===== src/rtl/soft_mute_atten.sv =====
module soft_mute_atten #(
  parameter int DW          = 24,
  parameter int SEG_W       = 3,
  parameter int STEP_W      = 4,
  parameter int MUTE_FRAMES = 1024,
  parameter int FADE_FRAMES = 8031
) (
  input  logic                 clk,
  input  logic                 rst_n,
  input  logic                 pwr_n,
  input  logic                 frame_stb,
  input  logic                 mute_req,
  input  logic [SEG_W+STEP_W-1:0] atten_code,
  input  logic [DW-1:0]        in_l,
  input  logic [DW-1:0]        in_r,
  output logic [DW-1:0]        out_l,
  output logic [DW-1:0]        out_r
);
  localparam int CW   = SEG_W + STEP_W;
  localparam int TOP  = (1 << CW) - 1;
  localparam int FRAC = STEP_W + (1 << SEG_W);
  localparam int GW   = FRAC + 1;
  localparam int PW   = DW + GW + 1;
  localparam int FMAX = (FADE_FRAMES > MUTE_FRAMES) ? FADE_FRAMES : MUTE_FRAMES;
  localparam int AW   = $clog2(FMAX + TOP + 1);
  localparam logic [PW-1:0] HALF = PW'(1) << (FRAC - 1);

  logic [CW-1:0]   lvl, tgt;
  logic            fading;
  logic [AW-1:0]   acc, span, acc_nx;
  logic [GW-1:0]   gain;
  logic signed [PW-1:0] prod_l, prod_r, rnd_l, rnd_r;

  wire [SEG_W-1:0]  seg = lvl[CW-1:STEP_W];
  wire [STEP_W-1:0] stp = lvl[STEP_W-1:0];

  assign tgt    = mute_req ? '0 : (fading ? CW'(TOP) : atten_code);
  assign span   = fading ? AW'(FADE_FRAMES) : AW'(MUTE_FRAMES);
  assign acc_nx = acc + AW'(TOP);

  always_comb begin
    if (seg == '0) gain = GW'(stp);
    else           gain = (GW'(1 << STEP_W) + GW'(1) + GW'(stp)) << seg;
  end

  assign prod_l = PW'($signed(in_l)) * $signed({{(PW-GW){1'b0}}, gain});
  assign prod_r = PW'($signed(in_r)) * $signed({{(PW-GW){1'b0}}, gain});
  assign rnd_l  = prod_l + $signed(HALF);
  assign rnd_r  = prod_r + $signed(HALF);

  always_ff @(posedge clk or negedge rst_n) begin
    if (!rst_n) begin
      lvl <= '0; fading <= 1'b1; acc <= '0; out_l <= '0; out_r <= '0;
    end else if (!pwr_n) begin
      lvl <= '0; fading <= 1'b1; acc <= '0; out_l <= '0; out_r <= '0;
    end else if (frame_stb) begin
      out_l <= rnd_l[FRAC+DW-1:FRAC];
      out_r <= rnd_r[FRAC+DW-1:FRAC];
      if (mute_req && fading) begin
        fading <= 1'b0;
        acc    <= '0;
      end else if (lvl == tgt) begin
        fading <= 1'b0;
        acc    <= '0;
      end else if (acc_nx >= span) begin
        acc <= acc_nx - span;
        lvl <= (lvl < tgt) ? lvl + CW'(1) : lvl - CW'(1);
      end else begin
        acc <= acc_nx;
      end
    end
  end

  p_silent_pd_r1: assert property (@(posedge clk) disable iff (!rst_n)
    !pwr_n |=> (out_l == '0 && out_r == '0 && lvl == '0));

  p_unity_gain_r2: assert property (@(posedge clk) disable iff (!rst_n)
    (pwr_n && frame_stb && lvl == CW'(TOP)) |=> (out_l == $past(in_l) && out_r == $past(in_r)));

  p_fade_rises_r4: assert property (@(posedge clk) disable iff (!rst_n)
    (pwr_n && fading && !mute_req) |=> (lvl >= $past(lvl)));

  p_mute_falls_r5: assert property (@(posedge clk) disable iff (!rst_n)
    (pwr_n && mute_req) |=> (lvl <= $past(lvl)));

  p_single_step_r9: assert property (@(posedge clk) disable iff (!rst_n)
    pwr_n |=> (lvl == $past(lvl) || lvl == $past(lvl) + CW'(1) || lvl == $past(lvl) - CW'(1)));

  p_hold_between_r9: assert property (@(posedge clk) disable iff (!rst_n)
    (pwr_n && !frame_stb) |=> ($stable(lvl) && $stable(out_l) && $stable(out_r)));
endmodule


===== config.mk =====
export PLATFORM = sky130hd
export DESIGN_NAME = soft_mute_atten
export DESIGN_NICKNAME = d
export VERILOG_FILES = /design/src/rtl/soft_mute_atten.sv
export SDC_FILE = /design/constraint.sdc
export NUM_CORES = 2
export LEC_CHECK = 0
export CAP_MARGIN = 10
export CORE_UTILIZATION = 50
export DETAILED_ROUTE_END_ITERATION = 7
export PLACE_DENSITY = 0.8
export SLEW_MARGIN = 10
export SYNTH_ARGS = -nofsm -noshare
export SYNTH_HDL_FRONTEND = slang
export SYNTH_SLANG_ARGS = --single-unit

===== constraint.sdc =====
create_clock -name clk -period 10.3 [get_ports clk]
set_input_delay 2.06 -clock clk [delete_from_list [all_inputs] [get_ports clk]]
set_output_delay 2.06 -clock clk [all_outputs]
set_load 0.03 [all_outputs]

==> results_dict.tcl <==
set metrics [dict create \
    detail_route.wl_per_cell_um 17.9 \
    synth.area.top_cells "fa_1, ha_1, inv_1" \
    cp_top_family "adder cells" \
    postRouteAntennaNets 0 \
    grt_pass1_vias 20600 \
    syn-cell-area_um2 26100 \
    synth_warnings 0 \
    drv_slew 0 \
    antenna_found_initial 6 \
    cts_tree "done" \
    grt_first_pass_wirelength_um 108000 \
    track_usage_pct 26.0 \
    avgSynthCellArea_um2 8.99 \
    syn-num-nets 3758 \
    run_status "complete, no violations" \
    min_period_ps 8880 \
    numCtsBuffers 9 \
    initial_utilization_pct 50.7 \
    worstReg2RegStart "lvl[4]" \
    crit_fanout 13 \
    clk_latency_ps 390 \
    crit_chain "clkdlybuf4s50_1 -> nand2_1 -> fa_1 -> fa_1 -> inv_1 -> fa_1 -> fa_1 -> fa_1 -> inv_1 -> fa_1 -> inv_1 -> ha_1 -> a21o_1 -> a221o_1 -> a221oi_1 -> a21oi_1 -> o211ai_1 -> a21boi_0 -> or3_1 -> a32o_1" \
    end_kind "flip-flop" \
    dp_cells 3583 \
    cap_violations 0 \
    clk_pin_slew_ps 60 \
    final-hold-violation-count 0 \
    core-area_um2 51500 \
    worstMarginPinSlew_ps 1050 \
    setup_viol 0 \
    crit_buf_inv 4 \
    period_share_pct 86.2 \
    hold_class "reg -> reg" \
    htreeDepth 3 \
    die_area_um2 53200 \
    fin_setup_tns_ps 0 \
    vdd_drop_max_mv 0.0774 \
    arrival_ps 9150 \
    reg2reg_slack_ps 1650 \
    core.rowCount 83 \
    synth.top_cell.area_share_pct 43.1 \
    max_stage_delay_ps 820 \
    power_density_nw_per_um2 31.2 \
    grt_max_degree 63 \
    pin_count 108 \
    seq_area_frac_synth_pct 6.61 \
    ff2ff_path_depth 24 \
    crit_path_start_kind "primary input" \
    post-dp-hpwl_um 51400 \
    worstHoldStart "out_r[12]" \
    crit_path_top_delay_cell "clkdlybuf4s50_1" \
    dpl_worst_slack_ps 1140 \
    cts_sinks 69 \
    whs_path_depth 2 \
    leakage_nw 14.9 \
    fin_hold_ws_ps 478 \
    postCtsSetupRepairBufs 0 \
    synthArstFlopShare_pct 100 \
    synth_edf_count 0 \
    cts_resized 0 \
    first_iter_violations 1237 \
    holdBufCountCts 0 \
    place_congestion 0.903 \
    finalWirelength_um 64500 \
    finalNetCount 3764 \
    synth_flop_cell "dfrtp_1" \
    finClkSkew_ps 13.6 \
    ctsLongestPathBuffers 2 \
    synth_seq_cells 69 \
    slew_headroom_pct 29.4 \
    cts_root_buffer "clkbuf_16" \
    synthCells 2908 \
    layout-drive-gt1-share_pct 2.74 \
    clock.fmax_ghz 0.113 \
    crit_path_start "in_l[8]" \
    crit_top_cell "fa_1" \
    fillers 4537 \
    fin_ws_ps 1420 \
    grt.overflow.total 0 \
    die_h_um 231 \
    final_util_pct 54.7 \
    crit_type "in -> reg" \
    cp.depth 20 \
    viasPerCell 5.33 \
    rsz0062_at_grt "false" \
    ys_types 75 \
    firstDrtPassIters 6 \
    die_x_um 231 \
    crit_required_ps 10580 \
    drc 0 \
    portBuffers 107 \
    area_delta_synth_final_pct 7.84 \
    antenna_cells 0 \
    instances_no_fill 3599 \
    synth.largest_area_cell "fa_1" \
    vias 19200 \
]
-- Yosys cell counts, types with 12 or more instances --
| master | number |
|---|---|
| fa_1 | 562 |
| ha_1 | 228 |
| clkbuf_1 | 136 |
| o21ai_0 | 71 |
| xnor2_1 | 50 |
| nand3_1 | 21 |
| o21bai_1 | 12 |
| mux2i_1 | 19 |
| a21oi_1 | 52 |
| xor2_1 | 32 |
| nor2b_1 | 66 |
| and2_1 | 325 |
| and3_1 | 23 |
| nor2_1 | 42 |
| nand2_1 | 320 |
| inv_1 | 677 |
| dfrtp_1 | 68 |
| a21o_1 | 31 |
-- worst paths after layout --
kind                             end
min reg2reg                out_r[12]
max in group asynchronous  out_r[17]
max reg2reg                out_r[11]
max                        out_l[18]
min                        out_r[12]
min in group asynchronous   out_l[7]
-- report_power, final --
group	leakage (nW)	total [mW]	switching [mW]	internal (mW)
sequential	0.956	0.282	0.00686	0.275
combinational	13.8	0.202	0.129	0.0731
clock	0.170	0.396	0.152	0.244
total	14.9	0.880	0.287	0.593
-- cells by family (layout without fill, tap and decap cells) --
family / count (synthesis) / in the layout / share of synthesized area, %
xor gates and xnor gates: 82 / 82 / 2.75
DFF: 69 / 69 / 6.61
AOI/OAI and AO/OA: 262 / 262 / 6.78
muxes: 21 / 21 / 0.814
and+or+nand+nor: 866 / 866 / 17.3
adders and majority gates: 790 / 790 / 54.0
buffers and inverters: 818 / 829 / 11.8
-- flip-flops by register name, indices dropped and copies added (netlist names) --
name / cells
lvl: 7
acc: 13
out_l: 24
fading: 1
out_r: 24
-- metrics by stage --
stage          cell area, µm²  power, mW
5_1_grt                 28200      0.918
2_1_floorplan           26100      0.404
4_1_cts                 28200      0.890
3_3_place_gp            27800      0.483
6_report                28200      0.880
3_5_place_dp            27800      0.486
-- tightest hold or removal path: cells and delay by family (launching register included) --
family / cells / cell delay (ps)
flip-flops: 1 / 340
AO/OA/AOI/OAI: 1 / 60
AND/OR/NAND/NOR: 1 / 50
-- cells in the final DEF, fill, tap and decap left out, types with 4 or more instances in the layout --
cell,netlist,layout
a211oi_1,10,10
a21boi_0,8,8
a21o_1,31,31
a21oi_1,52,51
a31oi_1,7,7
a32o_1,7,6
and2_1,325,325
and3_1,23,23
buf_4,0,29
clkbuf_16,0,9
clkdlybuf4s50_1,0,105
dfrtp_1,68,68
fa_1,562,562
ha_1,228,228
inv_1,677,677
mux2i_1,19,19
nand2_1,320,320
nand2b_1,10,10
nand3_1,21,21
nand4_1,9,9
nor2_1,42,40
nor2b_1,66,64
nor3_1,10,10
nor3b_1,7,5
o211ai_1,7,7
o21a_1,6,6
o21ai_0,71,69
o21bai_1,12,12
o31ai_1,4,4
or2_2,7,7
or3_1,7,7
xnor2_1,50,50
xor2_1,32,32
-- final cells by class --
cell class                      instances  area (µm²)  share of cell area, %
Clock inverter                          5         108                  0.382
Sequential cell                        69        1730                   6.13
Inverter                              678        2540                   9.03
Tap cell                              680         851                   3.02
Clock buffer                           11         243                  0.861
Multi-Input combinational cell       2021       21400                   76.1
Timing Repair Buffer                  135        1270                   4.52
-- metal layers --
metal | vias to the layer above | global-route usage (%) | share of wire, %
li1 | 8708 | - | -
met1 | 9725 | 34.2 | 42
met2 | 632 | 42.1 | 47
met3 | 112 | 6.41 | 8.1
met4 | 10 | 8.28 | 2.8
met5 | - | 0 | 0.095
Power figures use the tool's default switching activity.
